[config.mk]
export PLATFORM = sky130hd
export DESIGN_NAME = flash_cmd_seq
export DESIGN_NICKNAME = d
export VERILOG_FILES = /design/src/rtl/fcs_pkg.sv /design/src/rtl/fcs_prescaler.sv /design/src/rtl/fcs_duration.sv /design/src/rtl/fcs_outmap.sv /design/src/rtl/flash_cmd_seq.sv
export SDC_FILE = /design/constraint.sdc
export NUM_CORES = 1
export LEC_CHECK = 0
export CAP_MARGIN = 20
export CORE_MARGIN = 3
export CORE_UTILIZATION = 57
export CTS_BUF_LIST = sky130_fd_sc_hd__clkbuf_4
export CTS_CLUSTER_DIAMETER = 50
export CTS_CLUSTER_SIZE = 8
export DETAILED_ROUTE_END_ITERATION = 12
export DONT_BUFFER_PORTS = 1
export PLACE_DENSITY = 0.83
export SKIP_CTS_REPAIR_TIMING = 1
export SYNTH_ARGS = -nofsm -noshare
export SYNTH_HDL_FRONTEND = slang
export SYNTH_HIERARCHICAL = 1
export SYNTH_SLANG_ARGS = --single-unit
[constraint.sdc]
create_clock -name clk -period 7.4 [get_ports clk]
set_clock_uncertainty 0.2 [all_clocks]
set_input_delay 0.74 -clock clk [delete_from_list [all_inputs] [get_ports clk]]
set_output_delay 0.74 -clock clk [all_outputs]
set_load 0.02 [all_outputs]
[src/rtl/fcs_pkg.sv]
package fcs_pkg;
  typedef enum logic [2:0] {
    OP_NONE  = 3'd0,
    OP_BLANK = 3'd1,
    OP_PROG  = 3'd2,
    OP_BURST = 3'd3,
    OP_PAGE  = 3'd4,
    OP_MASS  = 3'd5
  } op_e;

  localparam logic [1:0] REG_DIV  = 2'd0;
  localparam logic [1:0] REG_CMD  = 2'd1;
  localparam logic [1:0] REG_STAT = 2'd2;

  localparam logic [7:0] CODE_BLANK = 8'h11;
  localparam logic [7:0] CODE_PROG  = 8'h12;
  localparam logic [7:0] CODE_BURST = 8'h13;
  localparam logic [7:0] CODE_PAGE  = 8'h14;
  localparam logic [7:0] CODE_MASS  = 8'h15;

  function automatic op_e decode_cmd(input logic [7:0] code);
    case (code)
      CODE_BLANK: return OP_BLANK;
      CODE_PROG:  return OP_PROG;
      CODE_BURST: return OP_BURST;
      CODE_PAGE:  return OP_PAGE;
      CODE_MASS:  return OP_MASS;
      default:    return OP_NONE;
    endcase
  endfunction
endpackage

[src/rtl/fcs_prescaler.sv]
module fcs_prescaler #(
  parameter int DIV_W    = 6,
  parameter int PRESCALE = 8
) (
  input  logic             clk,
  input  logic             rst_n,
  input  logic             run,
  input  logic             restart,
  input  logic [DIV_W-1:0] div,
  input  logic             pre,
  output logic             tick
);
  localparam int PC_W = DIV_W + $clog2(PRESCALE) + 1;

  logic [PC_W-1:0] pc;
  logic [PC_W-1:0] lim;
  logic            at_end;

  always_comb begin
    if (pre) lim = (PC_W'(div) + PC_W'(1)) * PC_W'(PRESCALE);
    else     lim = PC_W'(div) + PC_W'(1);
  end

  assign at_end = (pc == lim - PC_W'(1));
  assign tick   = run && at_end;

  always_ff @(posedge clk or negedge rst_n) begin
    if (!rst_n)       pc <= '0;
    else if (restart) pc <= '0;
    else if (run)     pc <= at_end ? '0 : pc + PC_W'(1);
  end
endmodule

[src/rtl/fcs_duration.sv]
module fcs_duration #(
  parameter int CNT_W = 15
) (
  input  logic             clk,
  input  logic             rst_n,
  input  logic             load,
  input  logic [CNT_W-1:0] load_val,
  input  logic             tick,
  output logic             final_tick
);
  logic [CNT_W-1:0] left;

  assign final_tick = tick && (left == CNT_W'(1));

  always_ff @(posedge clk or negedge rst_n) begin
    if (!rst_n)                    left <= '0;
    else if (load)                 left <= load_val;
    else if (tick && left != '0)   left <= left - CNT_W'(1);
  end
endmodule

[src/rtl/fcs_outmap.sv]
module fcs_outmap
  import fcs_pkg::*;
#(
  parameter int ADDR_W   = 14,
  parameter int DATA_W   = 8,
  parameter int PAGE_LSB = 9
) (
  input  logic              busy,
  input  op_e               op,
  input  logic [ADDR_W-1:0] addr,
  input  logic [DATA_W-1:0] data,
  output logic              prog_en,
  output logic              erase_en,
  output logic              page_sel,
  output logic              mass_sel,
  output logic [ADDR_W-1:0] arr_addr,
  output logic [DATA_W-1:0] arr_data
);
  logic is_prog;

  assign is_prog  = busy && (op == OP_PROG || op == OP_BURST);
  assign prog_en  = is_prog;
  assign page_sel = busy && (op == OP_PAGE);
  assign mass_sel = busy && (op == OP_MASS);
  assign erase_en = page_sel || mass_sel;
  assign arr_data = is_prog ? data : '0;

  always_comb begin
    if (!busy || mass_sel) arr_addr = '0;
    else if (page_sel)     arr_addr = {addr[ADDR_W-1:PAGE_LSB], PAGE_LSB'(0)};
    else                   arr_addr = addr;
  end
endmodule

[src/rtl/flash_cmd_seq.sv]
module flash_cmd_seq
  import fcs_pkg::*;
#(
  parameter int ADDR_W     = 14,
  parameter int DATA_W     = 8,
  parameter int PAGE_BYTES = 512,
  parameter int DIV_W      = 6,
  parameter int PRESCALE   = 8,
  parameter int T_BLANK    = 1,
  parameter int T_PROG     = 9,
  parameter int T_BURST    = 4,
  parameter int T_PAGE     = 4000,
  parameter int T_MASS     = 20000
) (
  input  logic              clk,
  input  logic              rst_n,
  input  logic              wr_valid,
  output logic              wr_ready,
  input  logic              wr_region,
  input  logic [ADDR_W-1:0] wr_addr,
  input  logic [DATA_W-1:0] wr_data,
  output logic              busy,
  output logic              done,
  output logic              acc_err,
  output logic              timing_tick,
  output logic              prog_en,
  output logic              erase_en,
  output logic              page_sel,
  output logic              mass_sel,
  output logic [ADDR_W-1:0] arr_addr,
  output logic [DATA_W-1:0] arr_data
);
  localparam int PAGE_LSB = $clog2(PAGE_BYTES);
  localparam int CNT_W    = $clog2(T_MASS + 1);

  logic              div_locked, pre_sel;
  logic [DIV_W-1:0]  div_val;
  logic              err_q, done_q, busy_q, queued_q, lat_v;
  logic [ADDR_W-1:0] lat_a, cur_a;
  logic [DATA_W-1:0] lat_d, cur_d;
  op_e               cur_op, cmd_op, start_op;

  logic wr_arr, is_div, is_cmd, is_stat;
  logic cur_is_prog, same_page, arr_ok_busy, queue_ok, cmd_ok;
  logic launch, bad_launch, bad_arr, bad_cmd, abort, set_err;
  logic fin, chain, start;
  logic [CNT_W-1:0] load_val;

  assign wr_ready = 1'b1;
  assign wr_arr   = wr_valid && wr_region;
  assign is_div   = wr_valid && !wr_region && wr_addr[1:0] == REG_DIV;
  assign is_cmd   = wr_valid && !wr_region && wr_addr[1:0] == REG_CMD;
  assign is_stat  = wr_valid && !wr_region && wr_addr[1:0] == REG_STAT;
  assign cmd_op   = decode_cmd(8'(wr_data));

  assign cur_is_prog = cur_op == OP_PROG || cur_op == OP_BURST;
  assign same_page   = lat_a[ADDR_W-1:PAGE_LSB] == cur_a[ADDR_W-1:PAGE_LSB];
  assign arr_ok_busy = cur_is_prog && !lat_v;
  assign queue_ok    = cmd_op == OP_BURST && lat_v && cur_is_prog && same_page && !queued_q;
  assign cmd_ok      = div_locked && lat_v && cmd_op != OP_NONE;

  assign launch     = is_cmd && !err_q && !busy_q && cmd_ok;
  assign bad_launch = is_cmd && !err_q && !busy_q && !cmd_ok;
  assign bad_arr    = wr_arr && busy_q && !arr_ok_busy;
  assign bad_cmd    = is_cmd && !err_q && busy_q && !queue_ok;
  assign abort      = bad_arr || bad_cmd;
  assign set_err    = bad_launch || abort;

  assign chain    = fin && queued_q && !abort;
  assign start    = launch || chain;
  assign start_op = launch ? cmd_op : OP_BURST;

  always_comb begin
    case (start_op)
      OP_BLANK: load_val = CNT_W'(T_BLANK);
      OP_BURST: load_val = chain ? CNT_W'(T_BURST) : CNT_W'(T_PROG);
      OP_PAGE:  load_val = CNT_W'(T_PAGE);
      OP_MASS:  load_val = CNT_W'(T_MASS);
      default:  load_val = CNT_W'(T_PROG);
    endcase
  end

  fcs_prescaler #(.DIV_W(DIV_W), .PRESCALE(PRESCALE)) u_pre (
    .clk(clk), .rst_n(rst_n), .run(busy_q), .restart(start),
    .div(div_val), .pre(pre_sel), .tick(timing_tick)
  );

  fcs_duration #(.CNT_W(CNT_W)) u_dur (
    .clk(clk), .rst_n(rst_n), .load(start), .load_val(load_val),
    .tick(timing_tick), .final_tick(fin)
  );

  always_ff @(posedge clk or negedge rst_n) begin
    if (!rst_n) begin
      div_locked <= 1'b0;
      div_val    <= '0;
      pre_sel    <= 1'b0;
      err_q      <= 1'b0;
      done_q     <= 1'b0;
      busy_q     <= 1'b0;
      queued_q   <= 1'b0;
      lat_v      <= 1'b0;
      lat_a      <= '0;
      lat_d      <= '0;
      cur_a      <= '0;
      cur_d      <= '0;
      cur_op     <= OP_NONE;
    end else begin
      // error flag: write-one-to-clear, a new error in the same cycle wins
      if (is_stat && wr_data[0]) err_q <= 1'b0;
      if (set_err)               err_q <= 1'b1;

      // divider: first write only, and never while an error is pending
      if (is_div && !div_locked && !err_q) begin
        div_locked <= 1'b1;
        div_val    <= wr_data[DIV_W-1:0];
        pre_sel    <= wr_data[DIV_W];
      end

      // array write latch (idle, or one slot behind a running program)
      if (wr_arr && (!busy_q || arr_ok_busy)) begin
        lat_v <= 1'b1;
        lat_a <= wr_addr;
        lat_d <= wr_data;
      end
      if (start || abort || bad_launch) lat_v <= 1'b0;

      if (is_cmd && busy_q && !err_q && queue_ok) queued_q <= 1'b1;
      if (chain || abort)                          queued_q <= 1'b0;

      if (start) begin
        cur_op <= start_op;
        cur_a  <= lat_a;
        cur_d  <= lat_d;
      end

      if (abort)      busy_q <= 1'b0;
      else if (start) busy_q <= 1'b1;
      else if (fin)   busy_q <= 1'b0;

      if (launch)                          done_q <= 1'b0;
      else if (fin && !queued_q && !abort) done_q <= 1'b1;
    end
  end

  assign busy    = busy_q;
  assign done    = done_q;
  assign acc_err = err_q;

  fcs_outmap #(.ADDR_W(ADDR_W), .DATA_W(DATA_W), .PAGE_LSB(PAGE_LSB)) u_map (
    .busy(busy_q), .op(cur_op), .addr(cur_a), .data(cur_d),
    .prog_en(prog_en), .erase_en(erase_en), .page_sel(page_sel),
    .mass_sel(mass_sel), .arr_addr(arr_addr), .arr_data(arr_data)
  );
endmodule

# == Word-level counts from Yosys, hierarchy flattened ==
# Index checks and enable logic that the tools add are counted.
# W data, S select, Z words.
# word_totals
register_bits,85
in_bits,26
out_inout_bits,31
elab_cells,129
# classes
n_addsub,4
eq_ne,19
mux,24
reduce_logical,67
# op_table
operator,count
$pmux W15 S4,1
$eq A8 B5 Y1 const B,5
$mux W10,4
$logic_and A1 B1 Y1,37
$mux W15,2
$eq A15 B1 Y1 const B,1
$pmux W3 S5,1
$reduce_bool A15 Y1,1
$sub A15 B1 Y15 const B,1
$mux W14,1
$eq A3 B2 Y1 const B,4
$eq A3 B3 Y1 const B,4
$reduce_bool A2 Y1,6
$mux W1,11
$add A10 B1 Y10 const B,1
$eq A10 B10 Y1,1
$logic_not A1 Y1,10
$logic_or A1 B1 Y1,10
$sub A10 B1 Y10 const B,1
$mux W9,1
$mux W8,1
$add A6 B1 Y7 const B,1
$reduce_bool A3 Y1,2
$eq A5 B5 Y1,1
6 further kinds,6

# == Depth between registers and ports, before layout ==
# logic_depth
ltp_word,16
mapped_depth,22
depth_no_buf,17

# == Modules after synthesis ==
# Netlist, hierarchy kept.
# modules_own_cells
module,instances,cells_each,area_each_um2,seq_area_each_um2
flash_cmd_seq,1,185,2657.5,1501.4
fcs_prescaler,1,156,1227.4,250.2
fcs_duration,1,118,994.7,375.4
fcs_outmap,1,31,217.7,0.0

# == Least setup slack after synthesis ==
# No wires, ideal clock.
# synth_path
path_type,register to register
start,register div_val[1]
end,register u_dur.left[0]
setup_time_ns,0.124
arrival_time_ns,5.051
required_ns,7.076
path_slack_ns,2.025
path_stages_with_launch,21
n_path_buf,4
period_less_slack_ns,5.375
cell_sequence,dfrtp_1 -> ha_1 -> and3_1 -> buf_4 -> nand4_1 -> xor2_1 -> or4_1 -> a211o_1 -> a2111oi_2 -> buf_4 -> and2_1 -> nor3b_2 -> nand2_1 -> nor2_1 -> nand4_1 -> nand2_4 -> buf_12 -> clkbuf_1 -> clkinv_1 -> and4_1 -> a211o_1
# synth_between
elab_cells_between_ends,14
classes_between,2 x add/sub; 1 x eq/ne; 4 x mux; 7 x reduce/logical
# synth_lines
element,line_no,text
"start, declared",flash_cmd_seq.sv:37,logic [DIV_W-1:0] div_val;
"start signal, assigned",flash_cmd_seq.sv:116,div_val <= wr_data[DIV_W-1:0];
$add A6 B1 Y7 *,"fcs_prescaler.sv:20, fcs_prescaler.sv:21",
$mux W10 *,fcs_prescaler.sv:20,if (pre) lim = (PC_W'(div) + PC_W'(1)) * PC_W'(PRESCALE);
$sub A10 B1 Y10 *,fcs_prescaler.sv:24,assign at_end = (pc == lim - PC_W'(1));
$eq A10 B10 Y1 *,fcs_prescaler.sv:24,
$logic_and A1 B1 Y1 *,fcs_prescaler.sv:25,assign tick = run && at_end;
named net timing_tick,flash_cmd_seq.sv:25,"output logic timing_tick,"
$logic_and A1 B1 Y1 *,fcs_duration.sv:13,assign final_tick = tick && (left == CNT_W'(1));
named net fin,flash_cmd_seq.sv:46,"logic fin, chain, start;"
$logic_and A1 B1 Y1 * (2 in series),flash_cmd_seq.sv:69,assign chain = fin && queued_q && !abort;
$logic_or A1 B1 Y1 *,flash_cmd_seq.sv:70,assign start = launch || chain;
named net start,flash_cmd_seq.sv:46,
$mux W15 or $reduce_bool A2 Y1 (tied branches),--,
"end signal, assigned",fcs_duration.sv:17,else if (load) left <= load_val;
"end signal, assigned",fcs_duration.sv:18,else if (tick && left != '0) left <= left - CNT_W'(1);
"end, declared",fcs_duration.sv:11,logic [CNT_W-1:0] left;
# Mark *: on every way through the listed nets, which the timed path passes. The rest lies on a longest branch.
# A chain may end at the register's enable or synchronous reset.

# == Worst setup path after layout ==
# layout_path
start,register div_val[0]
end,register u_dur.left[0]
# layout_between
elab_chain_len,11
elab_cells_between_ends,14
classes_between,2 x add/sub; 1 x eq/ne; 4 x mux; 7 x reduce/logical
# layout_rtl
element,line_no,text
$add A6 B1 Y7 *,"fcs_prescaler.sv:20, fcs_prescaler.sv:21",
$mux W10 *,fcs_prescaler.sv:20,
$sub A10 B1 Y10 *,fcs_prescaler.sv:24,
$eq A10 B10 Y1 *,fcs_prescaler.sv:24,
$logic_and A1 B1 Y1 *,fcs_prescaler.sv:25,
named net timing_tick,flash_cmd_seq.sv:25,
$logic_and A1 B1 Y1 *,fcs_duration.sv:13,
named net fin,flash_cmd_seq.sv:46,
$logic_and A1 B1 Y1 * (2 in series),flash_cmd_seq.sv:69,
$mux W4,flash_cmd_seq.sv:76,OP_BURST: load_val = chain ? CNT_W'(T_BURST) : CNT_W'(T_PROG);
$pmux W15 S4,flash_cmd_seq.sv:74,case (start_op)
$mux W15,fcs_duration.sv:17,
# Marks and branches as above.

==> impl_metrics.py <==
metrics = {
    "layout": {
        "area.growth.synth_to_final_pct": 4.320,
        "drive_gt1_share_pct": 19.67,
        "num_antenna_cells": 0,
        "final_common_cell": "dfrtp_1",
        "final_cell_area_um2": 5318,
        "final_nets": 514,
        "final_cell_mix": "dfrtp_1 (85), mux2_2 (36), nand2_1 (34)",
        "utilization_pct": 62.82,
    },
    "setup_path": {
        "cp.arrival_ns": 6.21,
        "critPathLaunchType": "flip-flop",
        "crit_type": "reg -> reg",
        "cp.required_ns": 7.50,
        "critPathMaxFanout": 33,
        "endpoint_kind": "flip-flop",
    },
    "floorplanning": {
        "design.core.area_um2": 8464,
        "die_w_um": 100.6,
        "io_pins": 57,
        "start_util_pct": 60.22,
        "die_area_um2": 10110,
        "die_h_um": 100.6,
        "std_cell_rows": 33,
    },
    "timing": {
        "final.min_clock_period_ns": 6.110,
        "finalSetupTns_ns": 0,
        "rsz0062_at_grt": "false",
        "setup_viol": 0,
        "fin_crit_sh_pct": 82.56,
        "drv_slew": 0,
        "max_freq_ghz": 0.1637,
        "finalWorstSetupSlack_ns": 1.290,
        "tightest_slew_ns": 0.6852,
        "hold_viol": 0,
        "slew_headroom_pct": 54.22,
    },
    "status": {
        "status": "complete, no violations",
    },
    "global_routing": {
        "grt_pass1_vias": 3765,
        "grt_usage_pct": 22.31,
        "grt_pass1_wl_um": 18130,
        "grt_overflow": 0,
        "grt_start_max_net_pins": 86,
        "antenna_found_initial": 0,
    },
    "synthesis": {
        "synth_top_area_cell": "dfrtp_1",
        "synth_warnings": 6,
        "yosysTopAreaCellShare_pct": 41.73,
        "muxShareOfSynthArea_pct": 13.84,
        "yosys_register_bits": 85,
        "synth-xor-area-share_pct": 4.296,
        "synth-compound-area-share_pct": 12.52,
        "yosys-top-cells-area": "dfrtp_1 (42%), mux2_2 (8.0%), mux2_4 (4.7%)",
        "netlist_instances": 490,
        "ys_seq_area_share_pct": 41.73,
        "synth_enable_flop_cells": 0,
        "syn_area_um2": 5097,
        "synth_top_family_by_area": "simple AND/OR/NAND/NOR gates",
        "ys_types": 73,
        "synthFlopType": "dfrtp_1",
        "synth-simple-area-share_pct": 21.43,
        "synth.avg_cell_area_um2": 10.40,
        "synth_adder_area_share_pct": 1.227,
        "ys_async_sr_fraction_pct": 100.0,
    },
    "power": {
        "power_leakage_nw": 2.252,
        "sequentialPowerShare_pct": 46.0,
        "swShare_pct": 36.95,
        "switchingPower_mw": 0.5487,
        "ir_drop_uv": 175.1,
        "finalPower_mw": 1.485,
        "powerDensity_nw_per_um2": 279.2,
        "p_int_mw": 0.9361,
        "clockPowerShare_pct": 20.8,
        "p_comb_share_pct": 33.2,
    },
    "job": {
        "cap_violations": 0,
    },
    "clocking": {
        "cts.sinks": 85,
        "cts.clk_slew.worst_paths_ns": 0.14,
        "clock_path_buffers": 2,
        "htreeDepth": 3,
        "clkLatencyLatePin_ns": 0.42,
        "cts_tree": "built",
        "cts_buffers": 9,
        "clk_root_buffer_cell": "clkbuf_4",
    },
    "detailed_routing": {
        "drtIter0Drc": 243,
        "drtPass1Iterations": 5,
        "via_count": 3775,
        "wl_um": 10780,
        "avgRoutedWirePerCell_um": 18.18,
        "vias_per_cell": 6.366,
        "drc": 0,
        "detail-route-antenna-nets": 0,
    },
    "place": {
        "dpl.hpwl_um": 7474,
        "pre_cts_ws_ns": 1.345,
        "port_buffers": 0,
        "gp_congestion": 0.9350,
        "place_area_um2": 5096,
    },
    "hold_path": {
        "min_path_type": "in -> reg",
    },
}
==> registers in the layout (all words and copies together), names as in the netlist <==
signal      flops
acc_err         1
pre_sel         1
lat_a          14
lat_v           1
div_val         6
cur_d           8
u_dur/left     15
cur_op          3
lat_d           8
div_locked      1
done            1
u_pre/pc       10
busy            1
cur_a          14
queued_q        1
==> per-layer routing <==
metal | share of wire, % | vias to the layer above | global-route usage [%]
met1 | 44 | 1859 | 30.14
met4 | 1.3 | 0 | 7.876
met5 | 0 | - | 0
met3 | 5.8 | 15 | 4.291
met2 | 49 | 132 | 36.03
li1 | - | 1769 | -
==> stage by stage <==
stage / hold slack, ns / std cells
finish: 0.2523 / 593
global route: 0.2201 / 593
CTS: -0.2389 / 590
detailed placement: 0.2485 / 574
global placement: 0.2481 / 574
floorplan: 0.2444 / 494
==> cells in the mapped netlist, drive strengths merged, types with 12 or more instances <==
cell type / instances
a21oi: 14
nand2: 35
nand4: 16
dfrtp: 85
inv: 17
nand3: 15
xor2: 13
nor2: 27
xnor2: 12
mux2: 52
clkbuf: 12
a211oi: 12
buf: 17
and2: 16
and3b: 12
o21ai: 15
==> kinds of logic after synthesis <==
group                    after synthesis
AO/OA/AOI/OAI                         89
other                                  2
buffers and inverters                 47
XOR/XNOR                              25
adder cells (fa/ha/maj)                5
flip-flops                            85
AND/OR/NAND/NOR                      179
multiplexers                          58
==> worst max-delay path: stages (launching register included) <==
cell	delay [ns]
dfrtp_1	0.56
ha_1	0.32
and3_1	0.36
nand4_1	0.16
xor2_1	0.21
or4_1	0.48
a211o_1	0.32
a2111oi_2	0.35
buf_4	0.23
and2_1	0.43
nor3b_2	0.31
nand2_1	0.09
nor2_1	0.30
nand4_1	0.29
nand2_4	0.46
clkinv_1	0.39
and4_1	0.29
a211o_1	0.23
==> power groups by stage <==
stage / registers, mW / logic (mW) / clock network, mW
5_1_grt: 0.701 / 0.547 / 0.337
3_3_place_gp: 0.682 / 0.456 / 0
6_report: 0.683 / 0.493 / 0.309
3_5_place_dp: 0.691 / 0.473 / 0
4_1_cts: 0.681 / 0.476 / 0.318
2_1_floorplan: 0.625 / 0.454 / 0
==> cell type report <==
cell class                 count  area, µm²
fill                         633       3147
multi-input combinational    362       2740
sequential                    85       2127
tap                          105      131.4
clock inverter                 6      93.84
timing repair buffer           7      82.58
clock buffer                  10      75.07
inverter                      18      67.56
==> path summary, 6_finish.rpt <==
path | slack (ns) | endpoint | start | cells past startpoint
worst min register to register | 0.32 | lat_a[4] | lat_a[4] | 1
worst max register to register | 1.29 | u_dur/left[0] | div_val[0] | 17
worst min-delay path | 0.25 | lat_a[6] | wr_addr[6] | 1
worst max-delay path | 1.29 | u_dur/left[0] | div_val[0] | 17
min in group asynchronous | 0.70 | u_dur/left[9] | rst_n | 2
max in group asynchronous | 6.00 | cur_op[2] | rst_n | 2
Note: power is estimated with default switching activity, not from simulation.
